$ cat src/rtl/serialTxPkg.sv
package serialTxPkg;
  // Strobes issued by the control FSM to the datapath, valid for one clock
  typedef struct packed {
    logic load;    // copy holding register into shifter, drive start bit
    logic shift;   // drive next data bit and advance shifter
    logic parity;  // drive stored parity bit
    logic mark;    // drive line high (stop or idle)
  } txStrobe_t;

  typedef enum logic [2:0] {
    ST_IDLE   = 3'd0,
    ST_START  = 3'd1,
    ST_DATA   = 3'd2,
    ST_PARITY = 3'd3,
    ST_STOP   = 3'd4
  } txState_e;
endpackage

$ cat src/rtl/serialTxCtrl.sv
module serialTxCtrl
  import serialTxPkg::*;
#(
  parameter int DATA_W = 8
) (
  input  logic      clk,
  input  logic      rstN,
  input  logic      txEnable,
  input  logic      sampleTick,
  input  logic      holdFull,
  input  logic      len8,
  input  logic      parityOn,
  input  logic      twoStop,
  output txStrobe_t strobe,
  output logic      busy
);
  localparam int CNT_W = (DATA_W > 1) ? $clog2(DATA_W) : 1;
  localparam logic [CNT_W-1:0] LAST_LONG  = CNT_W'(DATA_W - 1);
  localparam logic [CNT_W-1:0] LAST_SHORT = CNT_W'(DATA_W - 2);

  txState_e        state, stateNext;
  logic [CNT_W-1:0] bitCnt, bitCntNext;
  logic            stopCnt, stopCntNext;
  logic [CNT_W-1:0] lastIdx;

  assign lastIdx = len8 ? LAST_LONG : LAST_SHORT;
  assign busy    = (state != ST_IDLE);

  always_comb begin
    strobe      = '0;
    stateNext   = state;
    bitCntNext  = bitCnt;
    stopCntNext = stopCnt;
    if (!txEnable) begin
      strobe.mark = 1'b1;
      stateNext   = ST_IDLE;
    end else if (sampleTick) begin
      unique case (state)
        ST_IDLE: begin
          if (holdFull) begin
            strobe.load = 1'b1;
            stateNext   = ST_START;
          end
        end
        ST_START: begin
          strobe.shift = 1'b1;
          bitCntNext   = '0;
          stateNext    = ST_DATA;
        end
        ST_DATA: begin
          if (bitCnt == lastIdx) begin
            stopCntNext = 1'b0;
            if (parityOn) begin
              strobe.parity = 1'b1;
              stateNext     = ST_PARITY;
            end else begin
              strobe.mark = 1'b1;
              stateNext   = ST_STOP;
            end
          end else begin
            strobe.shift = 1'b1;
            bitCntNext   = bitCnt + 1'b1;
          end
        end
        ST_PARITY: begin
          strobe.mark = 1'b1;
          stopCntNext = 1'b0;
          stateNext   = ST_STOP;
        end
        ST_STOP: begin
          if (stopCnt || !twoStop) begin
            if (holdFull) begin
              strobe.load = 1'b1;
              stateNext   = ST_START;
            end else begin
              strobe.mark = 1'b1;
              stateNext   = ST_IDLE;
            end
          end else begin
            strobe.mark = 1'b1;
            stopCntNext = 1'b1;
          end
        end
        default: stateNext = ST_IDLE;
      endcase
    end
  end

  always_ff @(posedge clk) begin
    if (!rstN) begin
      state   <= ST_IDLE;
      bitCnt  <= '0;
      stopCnt <= 1'b0;
    end else begin
      state   <= stateNext;
      bitCnt  <= bitCntNext;
      stopCnt <= stopCntNext;
    end
  end


  enable_drop_idles_chk: assert property (@(posedge clk) disable iff (!rstN)
    !txEnable |=> !busy);


  bit_count_bound_chk: assert property (@(posedge clk) disable iff (!rstN)
    (state == ST_DATA) |-> (bitCnt <= lastIdx));


  strobe_exclusive_chk: assert property (@(posedge clk) disable iff (!rstN)
    $onehot0({strobe.load, strobe.shift, strobe.parity, strobe.mark}));
endmodule

$ cat src/rtl/serialTxData.sv
module serialTxData
  import serialTxPkg::*;
#(
  parameter int DATA_W = 8
) (
  input  logic              clk,
  input  logic              rstN,
  input  txStrobe_t         strobe,
  input  logic              wrValid,
  input  logic [DATA_W-1:0] wrData,
  input  logic              len8,
  input  logic              parityOdd,
  output logic              serialOut,
  output logic              holdFull,
  output logic              emptyPulse
);
  localparam logic [DATA_W-1:0] MASK_LONG  = '1;
  localparam logic [DATA_W-1:0] MASK_SHORT = {1'b0, {(DATA_W-1){1'b1}}};

  logic [DATA_W-1:0] holdReg;
  logic [DATA_W-1:0] shiftReg;
  logic              parityBit;
  logic              lineReg;
  logic [DATA_W-1:0] sentMask;

  assign sentMask  = len8 ? MASK_LONG : MASK_SHORT;
  assign serialOut = lineReg;

  always_ff @(posedge clk) begin
    if (!rstN) begin
      holdReg    <= '0;
      holdFull   <= 1'b0;
      shiftReg   <= '0;
      parityBit  <= 1'b0;
      lineReg    <= 1'b1;
      emptyPulse <= 1'b0;
    end else begin
      emptyPulse <= strobe.load;
      if (wrValid) begin
        holdReg  <= wrData;
        holdFull <= 1'b1;
      end else if (strobe.load) begin
        holdFull <= 1'b0;
      end
      if (strobe.load) begin
        shiftReg  <= holdReg;
        parityBit <= ^(holdReg & sentMask) ^ parityOdd;
        lineReg   <= 1'b0;
      end else if (strobe.shift) begin
        lineReg  <= shiftReg[0];
        shiftReg <= shiftReg >> 1;
      end else if (strobe.parity) begin
        lineReg <= parityBit;
      end else if (strobe.mark) begin
        lineReg <= 1'b1;
      end
    end
  end


  empty_pulse_single_chk: assert property (@(posedge clk) disable iff (!rstN)
    emptyPulse |=> !emptyPulse);


  empty_with_start_chk: assert property (@(posedge clk) disable iff (!rstN)
    emptyPulse |-> !serialOut);
endmodule

$ cat src/rtl/serialTxBuffered.sv
module serialTxBuffered
  import serialTxPkg::*;
#(
  parameter int DATA_W = 8
) (
  input  logic              clk,
  input  logic              rstN,
  input  logic              txEnable,
  input  logic              sampleTick,
  input  logic              wrValid,
  input  logic [DATA_W-1:0] wrData,
  input  logic              len8,
  input  logic              parityOn,
  input  logic              parityOdd,
  input  logic              twoStop,
  output logic              serialOut,
  output logic              bufEmpty,
  output logic              emptyPulse,
  output logic              txBusy
);
  txStrobe_t strobe;
  logic      holdFull;

  serialTxCtrl #(.DATA_W(DATA_W)) ctrl (
    .clk        (clk),
    .rstN       (rstN),
    .txEnable   (txEnable),
    .sampleTick (sampleTick),
    .holdFull   (holdFull),
    .len8       (len8),
    .parityOn   (parityOn),
    .twoStop    (twoStop),
    .strobe     (strobe),
    .busy       (txBusy)
  );

  serialTxData #(.DATA_W(DATA_W)) data (
    .clk        (clk),
    .rstN       (rstN),
    .strobe     (strobe),
    .wrValid    (wrValid),
    .wrData     (wrData),
    .len8       (len8),
    .parityOdd  (parityOdd),
    .serialOut  (serialOut),
    .holdFull   (holdFull),
    .emptyPulse (emptyPulse)
  );

  assign bufEmpty = !holdFull;


  idle_line_high_chk: assert property (@(posedge clk) disable iff (!rstN)
    !txBusy |-> serialOut);


  line_moves_on_tick_chk: assert property (@(posedge clk) disable iff (!rstN)
    (!$past(sampleTick) && $past(txEnable) && txEnable) |-> $stable(serialOut));
endmodule

$ cat config.mk
export PLATFORM = sky130hd
export DESIGN_NAME = serialTxBuffered
export DESIGN_NICKNAME = d
export VERILOG_FILES = /design/src/rtl/serialTxPkg.sv /design/src/rtl/serialTxCtrl.sv /design/src/rtl/serialTxData.sv /design/src/rtl/serialTxBuffered.sv
export SDC_FILE = /design/constraint.sdc
export NUM_CORES = 1
export LEC_CHECK = 0
export BUFFER_PORTS_ARGS = -buffer_cell sky130_fd_sc_hd__buf_2
export CORE_MARGIN = 2
export CORE_UTILIZATION = 24
export CTS_BUF_LIST = sky130_fd_sc_hd__clkbuf_4
export DETAILED_ROUTE_END_ITERATION = 10
export SYNTH_ARGS = -nofsm -noshare
export SYNTH_HDL_FRONTEND = slang
export SYNTH_SLANG_ARGS = --single-unit
$ cat constraint.sdc
create_clock -name clk -period 1.6 [get_ports clk]
set_clock_uncertainty 0.2 [all_clocks]
set_input_delay 0.32 -clock clk [delete_from_list [all_inputs] [get_ports clk]]
set_output_delay 0.32 -clock clk [all_outputs]
set_load 0.1 [all_outputs]
* Word-level counts from Yosys, hierarchy flattened
Index checks and enable logic that the tools add are counted.
** Word-level totals
- Bits in writable memories :: 0
- ROM bits :: 0
- Memories kept :: 0
- Input bits :: 17
- Latch bits :: 0
- Register bits :: 27
** Operators by class
- Multiply operators :: 0
- Multiplexer cells :: 36
- Reductions and logical operators :: 15
- Shift operators :: 0
- $add $sub $neg :: 1
- Bitwise logic cells :: 2
- Div/mod/pow operators :: 0
- Equality and inequality tests :: 10
- $lt $le $gt $ge :: 0
** Operator list (count)
- $mux W8 :: 3
- $mux W1 :: 19
- $mux W3 :: 6
- $pmux W3 S5 :: 1
- $and A8 B8 Y8 :: 1
- $reduce_and A4 Y1 :: 2
- $reduce_xor A8 Y1 :: 1
- $eq A3 B2 Y1 const B :: 2
- $ne A2 B1 Y1 const B :: 3
- $pmux W1 S3 :: 2
- $pmux W3 S2 :: 1
- $reduce_bool A2 Y1 :: 3
- $reduce_bool A3 Y1 :: 2
- $reduce_and A5 Y1 :: 1
- $mux W4 :: 1
- $ne A2 B2 Y1 const B :: 2
- $pmux W1 S2 :: 2
- $reduce_bool A4 Y1 :: 1
- $add A3 B1 Y3 const B :: 1
- $eq A3 B1 Y1 const B :: 1
- $eq A3 B3 Y1 :: 1
- $eq A3 B3 Y1 const B :: 1
- $logic_not A3 Y1 :: 1
- $logic_not A1 Y1 :: 2
- 4 further kinds :: 4

* Depth between registers and ports, before layout
Gate-level depths: netlist (run 1).
- Depth in word-level cells :: 10
- Mapped depth :: 6

* Cells and area by module
A second synthesis (run 1) with hierarchy kept.
** Second synthesis, totals
- Cells, all modules :: 164
- Area total of the unflattened synthesis :: 1423.9 um2
** By module, submodules not included
- serialTxData :: instances 1, area an instance 907.1 um2, sequential area each 400.4 um2, cells each 92
- serialTxCtrl :: instances 1, area an instance 513.0 um2, sequential area each 140.1 um2, cells each 71
- serialTxBuffered :: instances 1, area an instance 3.8 um2, sequential area each 0.0 um2, cells each 1

* Worst setup path after synthesis (run 1)
OpenSTA, ideal clock, no wires.
- Path kind :: register to output
- Start point :: reg ctrl.state[1]
- End point :: out txBusy
- Data arrival time :: 1.251 ns
- Path buffers :: 1
- Required time :: 1.080 ns
- Slack :: -0.171 ns
- Stages on the path, launching flop included :: 4
- Path through :: dfxtp_1 > buf_2 > inv_1 > nand2_1
** Between the ends
- Cells in the longest elaborated chain, start to end :: 1
** Ends and longest elaborated chain
- start: declaration :: RTL line serialTxCtrl.sv:21 : txState_e state, stateNext;
- start signal: assignment :: RTL line serialTxCtrl.sv:95 : state <= stateNext;
- $reduce_bool A3 Y1 :: RTL line serialTxCtrl.sv:27 : assign busy = (state != ST_IDLE);
- end: declaration :: RTL line serialTxBuffered.sv:19 : output logic txBusy
No other way between the ends.

* Worst setup path after layout (run 1)
Same ends and word-level chain as after synthesis.

==> qor.txt, run 1 <==
CP max stage delay -> 0.38 ns
Die width -> 79.9 µm
CP startpoint kind -> register
Async SR Flop Fraction -> 0
Drt wl/cell -> 12.0 µm
Top Ports -> 21
Critical Path End Type -> primary output
Worst slew pin tran -> 0.308 ns
Relative slew slack -> 0.795
CP required -> 1.08 ns
Clock Latency Late Sink -> 0.33 ns
GRT overflow -> 0
Site Rows -> 27
Synthesized flop and latch total -> 27
Fmax -> 583 MHz
Vias in the first global route -> 1,184
Syn avg cell area -> 8.99 µm²
GP Congestion -> 0.768
Via Count -> 1,248
RSZ-0062 raised after global routing -> yes
Number of antenna diodes -> 0
Cells after synthesis -> 154
TNS Setup -> -0.562 ns
Lkg Pwr -> 0.000890 µW
Worst hold path class -> primary input to register
Critical path depth -> 5
CTS root buf -> clkbuf_4
Synth Flop Type -> dfxtp_1
WP data arrival -> 1.20 ns
TritonCTS clock tree -> built
Initial Util -> 0.250
Die area -> 6390 µm²
Most frequent cells in the layout -> buf_4, dfxtp_1, buf_2, mux2i_1, nor2b_1
Slowest cell on the critical path -> dfxtp_4
Reg clk slew, reported paths -> 0.16 ns
Failing checks -> negative setup slack
Net count, final -> 222
Commonest non-fill, non-tap cell in the layout -> buf_4
Largest net degree at the start of global routing -> 20
Final core utilization -> 0.363
Port Buf Inserts -> 20
First-pass GRT wire length -> 5490 µm
First-pass detailed-route iteration total -> 4
Library cells used by synthesis -> 39
Max cap viols -> 0
CP max FO -> 2
Power Density -> 666 nW/µm²
Hold WS -> 0.0292 ns
Setup-failing EPs final -> 12
Initial DRC count -> 27
Post-Route WL -> 3290 µm
Vias per cell -> 4.54
Number of synthesized flops with an enable pin -> 0
Result of the run -> finished, violations left
Proportion of layout cells with a drive suffix above 1 -> 0.424
Tmin final -> 1.72 ns
Top delay family on crit path -> buffers and inverters
Final WS setup -> -0.117 ns
Core Region -> 5540 µm²
Critical path class -> register to primary output
Period utilisation layout -> 1.07
Syn Std Cell Area -> 1380 µm²
H-tree levels -> 1
CTS max path bufs -> 2
Crit-path cells -> buf_6, inv_4, buf_6, nand2_4, buf_12
Die span in y -> 79.9 µm
# clock sinks -> 27
Net Count, Synth -> 172
Area Overhead vs Synth -> 45.3%
Slew Viols, Final -> 0
DP Wirelength -> 2280 µm
Reg2reg path depth -> 5
Post-synthesis sequential area ratio -> 0.391
CTS Buf Count -> 3
DRC viols -> 0
VDD IR-drop max -> 0.000417 V
Hold Vio Cnt, Final -> 0
Yosys warns -> 0
Crit path buffers/inverters -> 4
Pre-CTS setup slack -> -0.140 ns
Hold depth -> 3
Antenna violations before repair -> 0
Global-route usage over all layers -> 0.107
ANT nets after route -> 0
CP most frequent cell -> buf_6
## power by group
| part | switching [µW] | leakage (µW) | internal (µW) | total (µW) |
|---|---|---|---|---|
| sequential | 23.3 | 0.000225 | 695 | 718 |
| clock | 221 | 0.0000139 | 95.7 | 317 |
| combinational | 150 | 0.000651 | 155 | 305 |
## cell usage after synthesis, drive strengths merged, types with 2 or more instances
master	number	area share
inv	5	0.014
clkbuf	4	0.011
a21boi	2	0.011
nand2	8	0.022
o21ai	12	0.043
nand3	3	0.011
a21oi	12	0.043
xnor2	5	0.032
o311a	2	0.014
and2	6	0.027
buf	4	0.016
nand3b	2	0.011
nor2b	12	0.054
o211ai	2	0.014
xor2	3	0.024
and3b	2	0.013
dfxtp	27	0.39
nor2	9	0.024
mux2i	15	0.11
nor3	2	0.0072
nand2b	3	0.014
## metrics by stage
step	cell area [µm²]	power [µW]	std cells
final	2010	1340	275
after global routing	2010	1420	275
after CTS	1910	1330	274
after detailed placement	1750	999	261
after global placement	1750	996	261
after floorplan	1400	904	154
## routing by layer
layer  up-vias  wire [µm]  track usage
met3         4         57      0.00339
met1       590       1530        0.137
met2        20       1650        0.185
li1        634          -            -
met4         0         50       0.0475
met5         -          0            0
## final cells by class
cell class	count	area, µm²
timing repair buffer	53	413
inverter	5	25.0
sequential	27	568
clock buffer	3	22.5
tap	72	90.1
fill	583	3530
clock inverter	1	7.51
multi-input combinational	114	885
## tightest hold or removal path: stages
cell and delay [ns]:
buf_2 0.07, mux2i_1 0.05, nor2b_1 0.09
## state kept, by name, summed over array words and instances (netlist names)
name,flops
data.parityBit,1
ctrl.bitCnt,3
data.holdFull,1
ctrl.state,3
data.emptyPulse,1
data.serialOut,1
data.holdReg,8
data.shiftReg,8
ctrl.stopCnt,1
## final timing paths
kind | startpoint | to | slack, ns
hold reg to reg | data.shiftReg[7] | data.shiftReg[7] | 0.30
hold / removal | wrData[0] | data.holdReg[0] | 0.03
setup reg to reg | ctrl.state[0] | ctrl.bitCnt[2] | -0.09
setup / recovery | ctrl.state[1] | txBusy | -0.12
## timing repair
| item | in CTS | in global routing |
|---|---|---|
| setup endpoints to repair | 16 | 19 |
| resized for setup | 25 | 22 |
| gates cloned | 1 | 0 |
| hold buffers | 0 | 0 |
| buffers inserted | 8 | 1 |
| pin swaps | 10 | 12 |
## cell families after synthesis
kind of cell	count (synthesis)	share of synthesized area
muxes	15	0.108
and+or+nand+nor	52	0.208
buffers and inverters	13	0.0407
adders and majority gates	1	0.00904
xor gates and xnor gates	9	0.0723
DFF	27	0.391
AOI/OAI and AO/OA	37	0.171
Power figures use the tool's default switching activity.
==> run 2: changes to the inputs <==
--- a/config.mk
+++ b/config.mk
@@ -5,11 +5,11 @@
 export SDC_FILE = /design/constraint.sdc
 export NUM_CORES = 1
 export LEC_CHECK = 0
-export BUFFER_PORTS_ARGS = -buffer_cell sky130_fd_sc_hd__buf_2
 export CORE_MARGIN = 2
 export CORE_UTILIZATION = 24
 export CTS_BUF_LIST = sky130_fd_sc_hd__clkbuf_4
 export DETAILED_ROUTE_END_ITERATION = 10
+export DONT_BUFFER_PORTS = 1
 export SYNTH_ARGS = -nofsm -noshare
 export SYNTH_HDL_FRONTEND = slang
 export SYNTH_SLANG_ARGS = --single-unit
==> constraint.sdc (replaced) <==
create_clock -name clk -period 1.4 [get_ports clk]
set_clock_uncertainty 0.2 [all_clocks]
set_input_delay 0.28 -clock clk [delete_from_list [all_inputs] [get_ports clk]]
set_output_delay 0.28 -clock clk [all_outputs]
set_load 0.1 [all_outputs]
==> run 2 against run 1 <==
Effect of this change: the run still ends with negative setup slack left; first-iteration DRC count is 93% higher; final cell count is 0.73% higher; clock power is 14% higher; design area is 4.6% higher; register-to-register slack worse by 0.20 ns; die area stayed put; core utilization is 1.7 points higher; flip-flop and latch count stayed put; sequential share of layout area is 1.2 points lower; sequential power is 14% higher; routed wire length is 7.3% higher; combinational power is 22% higher; largest cell class unchanged; highest routed layer unchanged.
==> qor.txt, run 2 (synthesized netlist as in run 1, its figures left out) <==
Result of the run -> finished, violations left (unchanged)
Failing checks -> negative setup slack (unchanged)
Proportion of layout cells with a drive suffix above 1 -> 0.361 (was 0.424)
Crit path buffers/inverters -> 3 (was 4)
Initial DRC count -> 52 (was 27)
Hold WS -> 0.0194 ns (was 0.0292 ns)
Reg2reg path depth -> 8 (was 5)
CTS max path bufs -> 2 (unchanged)
Worst setup startpoint -> ctrl.state[0] (was ctrl.state[1])
H-tree levels -> 1 (unchanged)
GRT overflow -> 0 (unchanged)
Worst hold path class -> primary input to register (unchanged)
CTS root buf -> clkbuf_4 (unchanged)
Site Rows -> 27 (unchanged)
Top Ports -> 21 (unchanged)
Die span in y -> 79.9 µm (unchanged)
Clock Latency Late Sink -> 0.33 ns (about the same)
CP startpoint kind -> register (unchanged)
Worst setup path endpoint -> txBusy (unchanged)
Top delay family on crit path -> buffers and inverters (unchanged)
Relative slew slack -> 0.466 (was 0.795)
GP Congestion -> 0.849 (was 0.768)
Global-route usage over all layers -> 0.110 (was 0.107)
DP Wirelength -> 2310 µm (was 2280 µm)
Vias per cell -> 4.62 (was 4.54)
Drt wl/cell -> 12.7 µm (was 12.0 µm)
CP required -> 0.92 ns (was 1.08 ns)
Final WS setup -> -0.327 ns (was -0.117 ns)
ANT nets after route -> 0 (unchanged)
Tmin final -> 1.73 ns
Worst reg2reg path endpoint -> data.shiftReg[5] (was ctrl.bitCnt[2])
Number of antenna diodes -> 0 (unchanged)
Commonest non-fill, non-tap cell in the layout -> buf_4 (unchanged)
Period utilisation layout -> 1.23
Via Count -> 1,281 (was 1,248)
Critical path depth -> 5 (unchanged)
WP data arrival -> 1.25 ns (was 1.20 ns)
Critical Path End Type -> primary output (unchanged)
# clock sinks -> 27 (unchanged)
Initial Util -> 0.250 (unchanged)
Largest net degree at the start of global routing -> 26 (was 20)
First-pass detailed-route iteration total -> 4 (unchanged)
CP max stage delay -> 0.39 ns (was 0.38 ns)
Most frequent cells in the layout -> buf_4, mux2i_1, dfxtp_1, nor2b_1, dlygate4sd3_1 (was buf_4, dfxtp_1, buf_2, mux2i_1, nor2b_1)
CP most frequent cell -> buf_6 (unchanged)
Port Buf Inserts -> 0 (was 20)
Power Density -> 738 nW/µm² (was 666 nW/µm²)
RSZ-0062 raised after global routing -> yes (unchanged)
Top Registers -> data.holdReg x8, data.shiftReg x8 (unchanged)
Hold path start -> sampleTick (was wrData[0])
Area Overhead vs Synth -> 52.0% (was 45.3%)
Crit-path cells -> buf_6, nor2_4, buf_6, nand2_4, buf_12 (was buf_6, inv_4, buf_6, nand2_4, buf_12)
Lkg Pwr -> 0.000915 µW (was 0.000890 µW)
Reg2reg setup slack -> -0.29 ns (was -0.09 ns)
Critical path class -> register to primary output (unchanged)
Worst slew pin tran -> 0.800 ns (was 0.308 ns)
DRC viols -> 0 (unchanged)
Post-Route WL -> 3530 µm (was 3290 µm)
Slowest cell on the critical path -> dfxtp_4 (unchanged)
Max cap viols -> 0 (unchanged)
Core Region -> 5540 µm² (unchanged)
Fmax -> 579 MHz
CP max FO -> 2 (unchanged)
TNS Setup -> -4.56 ns (was -0.562 ns)
Die width -> 79.9 µm (unchanged)
First-pass GRT wire length -> 5580 µm (was 5490 µm)
Slew Viols, Final -> 0 (unchanged)
Vias in the first global route -> 1,239 (was 1,184)
Net count, final -> 224 (was 222)
Hold Vio Cnt, Final -> 0 (unchanged)
TritonCTS clock tree -> built (unchanged)
CTS Buf Count -> 3 (unchanged)
Reg clk slew, reported paths -> 0.16 ns (about the same)
VDD IR-drop max -> 0.000462 V (was 0.000417 V)
Antenna violations before repair -> 0 (unchanged)
Worst r2r src -> ctrl.state[0] (unchanged)
Setup-failing EPs final -> 20 (was 12)
Die area -> 6390 µm² (unchanged)
-- run 2: changes by cell type in the layout (fill, tap and decap cells not counted), sizes merged --
| cell | before | now |
|---|---|---|
| buf | 53 | 42 |
| dlygate4sd3 | 0 | 11 |
| dlymetal6s4s | 0 | 2 |
| clkinvlp | 2 | 1 |
| inv | 4 | 5 |
-- run 2: final cells by class --
type	count	area [µm²]
Sequential cell	27	568
Inverter	5	22.5
Clock inverter	1	6.26
Multi-Input combinational cell	114	863
Tap cell	72	90.1
Fill cell	573	3440
Timing Repair Buffer	55	531
Clock buffer	3	22.5
-- run 2: metrics by stage --
stage / setup slack [ns] / power [µW] / area [µm²] / std cells / utilization
floorplan: -0.209 / 1040 / 1420 / 154 / -
global placement: -0.175 / 1100 / 1680 / 244 / 0.304
detailed placement: -0.241 / 1100 / 1680 / 244 / 0.304
CTS: -0.340 / 1540 / 1980 / 268 / 0.357
global route: -0.368 / 1630 / 2100 / 277 / 0.380
finish: -0.327 / 1550 / 2100 / 277 / 0.380
-- run 2: metal layers --
layer	vias to the layer above	share of wire	global-route usage
met5	-	0	0
met4	0	0.011	0.0525
met3	2	0.018	0.0136
met2	21	0.51	0.183
met1	610	0.46	0.139
li1	648	-	-
-- run 2: worst min path at each step --
| stage | to | slack (ns) | cells past startpoint |
|---|---|---|---|
| after floorplan | data.holdReg[0] | 0.21 | 1 |
| after global placement | data.serialOut | 0.16 | 1 |
| after detailed placement | data.serialOut | 0.16 | 1 |
| after CTS | ctrl.state[1] | 0.007 | 3 |
| after global routing | ctrl.state[2] | 0.005 | 3 |
| final | ctrl.state[0] | 0.02 | 3 |
-- run 2: what timing repair did --
action / CTS / global route
buffers inserted: 6 / 10
pin swaps: 15 / 12
cloned: 1 / 0
setup endpoints to repair: 22 / 31
resized for setup: 29 / 19
hold buffers: 13 / 0
hold endpoints to repair: 27 / 0
-- run 2: power breakdown --
| part | total (µW) | leakage (µW) | switching [µW] | internal, µW |
|---|---|---|---|---|
| Combinational | 371 | 0.000670 | 170 | 201 |
| Clock | 362 | 0.0000183 | 251 | 112 |
| Sequential | 820 | 0.000226 | 24.4 | 795 |
-- run 2: worst reg2reg max path: stages, from the launching register on --
cell and delay [ns]:
dfxtp_4 0.39, buf_6 0.12, buf_4 0.13, nor2_4 0.13, nand4_1 0.11, buf_6 0.14, buf_6 0.13, buf_4 0.14
a21oi_1 0.14
==> run 3: changes to the inputs <==
--- a/config.mk
+++ b/config.mk
@@ -5,6 +5,7 @@
 export SDC_FILE = /design/constraint.sdc
 export NUM_CORES = 1
 export LEC_CHECK = 0
+export CORE_ASPECT_RATIO = 0.6
 export CORE_MARGIN = 2
 export CORE_UTILIZATION = 24
 export CTS_BUF_LIST = sky130_fd_sc_hd__clkbuf_4
@@ -12,4 +13,5 @@
 export DONT_BUFFER_PORTS = 1
 export SYNTH_ARGS = -nofsm -noshare
 export SYNTH_HDL_FRONTEND = slang
+export SYNTH_HIERARCHICAL = 1
 export SYNTH_SLANG_ARGS = --single-unit
==> run 3 against run 2 <==
Effect of this change: clock power fell by 3%; flip-flop and latch count unchanged; the flow finishes with violations (negative hold slack, negative setup slack); clock-buffer cell count unchanged; sequential power shrank 0.6%; first-iteration DRC count is 85% higher; hold slack lost 0.20 ns; combinational power decreased by 15%; critical path depth is 2 lower; sequential share of layout area is 1.9 points lower; critical endpoint unchanged; setup slack got worse by 0.12 ns.
==> qor.txt, run 3 <==
Tmin final -> 1.85 ns (was 1.73 ns)
# clock sinks -> 27 (unchanged)
CTS max path bufs -> 2 (unchanged)
Worst slew pin tran -> 0.254 ns (was 0.800 ns)
Final core utilization -> 0.391 (was 0.380)
Site Rows -> 21 (was 27)
Top Ports -> 21 (unchanged)
Pre-CTS setup slack -> -0.446 ns (was -0.241 ns)
Top post-synthesis cells by area -> dfxtp_1, mux2i_1, nor2b_1 (unchanged)
Slew Viols, Final -> 0 (unchanged)
CP required -> 0.92 ns (about the same)
Largest net degree at the start of global routing -> 24 (was 26)
Area Overhead vs Synth -> 55.3% (was 52.0%)
GP Congestion -> 0.823 (was 0.849)
CP startpoint kind -> register (unchanged)
Top Registers -> data/holdReg x8, data/shiftReg x8 (was data.holdReg x8, data.shiftReg x8)
Hold Vio Cnt, Final -> 22 (was 0)
ANT nets after route -> 0 (unchanged)
H-tree levels -> 1 (unchanged)
Synth Flop Type -> dfxtp_1 (unchanged)
Die width -> 103 µm (was 79.9 µm)
Post-synthesis sequential area ratio -> 0.380 (was 0.391)
Die span in y -> 63.7 µm (was 79.9 µm)
Hold WS -> -0.178 ns (was 0.0194 ns)
Failing checks -> negative hold slack, negative setup slack (was negative setup slack)
Vias in the first global route -> 1,247 (was 1,239)
Proportion of layout cells with a drive suffix above 1 -> 0.456 (was 0.361)
CTS root buf -> clkbuf_4 (unchanged)
Final WS setup -> -0.448 ns (was -0.327 ns)
Async SR Flop Fraction -> 0 (unchanged)
Port Buf Inserts -> 0 (unchanged)
WP data arrival -> 1.37 ns (was 1.25 ns)
Top-count cell post-synth -> dfxtp_1 (unchanged)
GRT overflow -> 0 (unchanged)
First-pass detailed-route iteration total -> 4 (unchanged)
Worst hold path class -> primary input to register (unchanged)
Library cells used by synthesis -> 37 (was 39)
Commonest non-fill, non-tap cell in the layout -> buf_4 (unchanged)
Yosys top cell by area -> dfxtp_1 (unchanged)
Hold buffers post-CTS -> 5 (was 13)
Reg clk slew, reported paths -> 0.16 ns (about the same)
Period utilisation layout -> 1.32 (was 1.23)
RSZ-0062 raised after global routing -> yes (unchanged)
Yosys top cell area share -> 0.380 (was 0.391)
VDD IR-drop max -> 0.000373 V (was 0.000462 V)
DRC viols -> 0 (unchanged)
Critical path class -> register to primary output (unchanged)
Max cap viols -> 0 (unchanged)
Initial Util -> 0.252 (was 0.250)
Initial DRC count -> 96 (was 52)
Number of antenna diodes -> 0 (unchanged)
Result of the run -> finished, violations left (unchanged)
Post-Route WL -> 3810 µm (was 3530 µm)
Setup-failing EPs final -> 20 (unchanged)
Yosys warns -> 6 (was 0)
Antenna violations before repair -> 0 (unchanged)
Syn Std Cell Area -> 1420 µm² (was 1380 µm²)
Most frequent cells in the layout -> buf_4, nand2_1, dfxtp_1, mux2i_1 (was buf_4, mux2i_1, dfxtp_1, nor2b_1, dlygate4sd3_1)
Synthesized flop and latch total -> 27 (unchanged)
Clock Latency Late Sink -> 0.33 ns (about the same)
Synth top cells by count -> dfxtp_1, nand2_1, mux2i_1 (was dfxtp_1, mux2i_1, a21oi_1, nor2b_1, o21ai_0)
Via Count -> 1,286 (was 1,281)
TritonCTS clock tree -> built (unchanged)
CP max FO -> 2 (unchanged)
DP Wirelength -> 2560 µm (was 2310 µm)
First-pass GRT wire length -> 6080 µm (was 5580 µm)
Power Density -> 670 nW/µm² (was 738 nW/µm²)
Core Region -> 5650 µm² (was 5540 µm²)
Net Count, Synth -> 182 (was 172)
Cells after synthesis -> 164 (was 154)
Vias per cell -> 4.53 (was 4.62)
CTS Buf Count -> 3 (unchanged)
Fmax -> 541 MHz (was 579 MHz)
Global-route usage over all layers -> 0.117 (was 0.110)
Drt wl/cell -> 13.4 µm (was 12.7 µm)
Net count, final -> 223 (was 224)
Relative slew slack -> 0.829 (was 0.466)
Lkg Pwr -> 0.000862 µW (was 0.000915 µW)
Syn avg cell area -> 8.68 µm² (was 8.99 µm²)
Number of synthesized flops with an enable pin -> 0 (unchanged)
Die area -> 6590 µm² (was 6390 µm²)
Critical Path End Type -> primary output (unchanged)
==> run 3: final timing paths <==
path | depth (start not counted) | slack [ns] | end | from
worst min register to register | 2 | 0.32 | data/holdReg[2] | data/holdReg[2]
worst max register to register | 7 | -0.44 | data/shiftReg[2] | ctrl/state[0]
worst min-delay path | 1 | -0.18 | data/serialOut | rstN
worst max-delay path | 3 | -0.45 | txBusy | ctrl/state[0]
==> run 3: cells by family after synthesis <==
kind of cell               share of synthesized area
AOI/OAI and AO/OA                              0.143
xor gates and xnor gates                      0.0641
adders and majority gates                    0.00879
buffers and inverters                         0.0483
DFF                                            0.380
muxes                                          0.105
and+or+nand+nor                                0.250
==> run 3: worst max-delay path, cell delays in order (launching register included) <==
cell	delay (ns)
dfxtp_2	0.36
buf_6	0.11
or3_4	0.38
buf_12	0.17
==> run 3: routing by layer <==
| layer | wire [µm] | track usage | vias up |
|---|---|---|---|
| li1 | - | - | 650 |
| met1 | 1940 | 0.175 | 599 |
| met2 | 1640 | 0.168 | 35 |
| met3 | 192 | 0.0277 | 2 |
| met4 | 27 | 0.0230 | 0 |
| met5 | 0 | 0 | - |
==> run 3: metrics by stage <==
step	cell area, µm²	setup TNS (ns)	power, µW	instances
after floorplan	1470	-4.22	1010	164
after global placement	1810	-5.00	1080	266
after detailed placement	1810	-5.47	1080	266
after CTS	2080	-6.53	1480	284
after global routing	2210	-7.60	1550	284
final	2210	-6.45	1480	284
==> run 3: area by class of cell <==
type,instances,area (µm²)
repair inverters,1,7.51
repair buffers,45,490
multi-input cells,121,1000
clock inverters,1,5.00
well taps,80,100
fillers,558,3440
clock buffers,3,22.5
flip-flops and latches,27,556
inverters,6,27.5
==> run 3: power by group <==
part	internal [µW]	leakage, µW	total (µW)	switching (µW)
sequential	793	0.000224	815	21.6
clock	107	0.0000177	351	244
combinational	172	0.000621	315	143
total	1070	0.000862	1480	409
==> run 3: what timing repair did <==
item	in CTS	in global routing
setup buffers	9	2
cloned	1	1
resized for setup	42	27
hold endpoints to repair	27	23
pin swaps	8	19
endpoints found under the setup margin	22	24
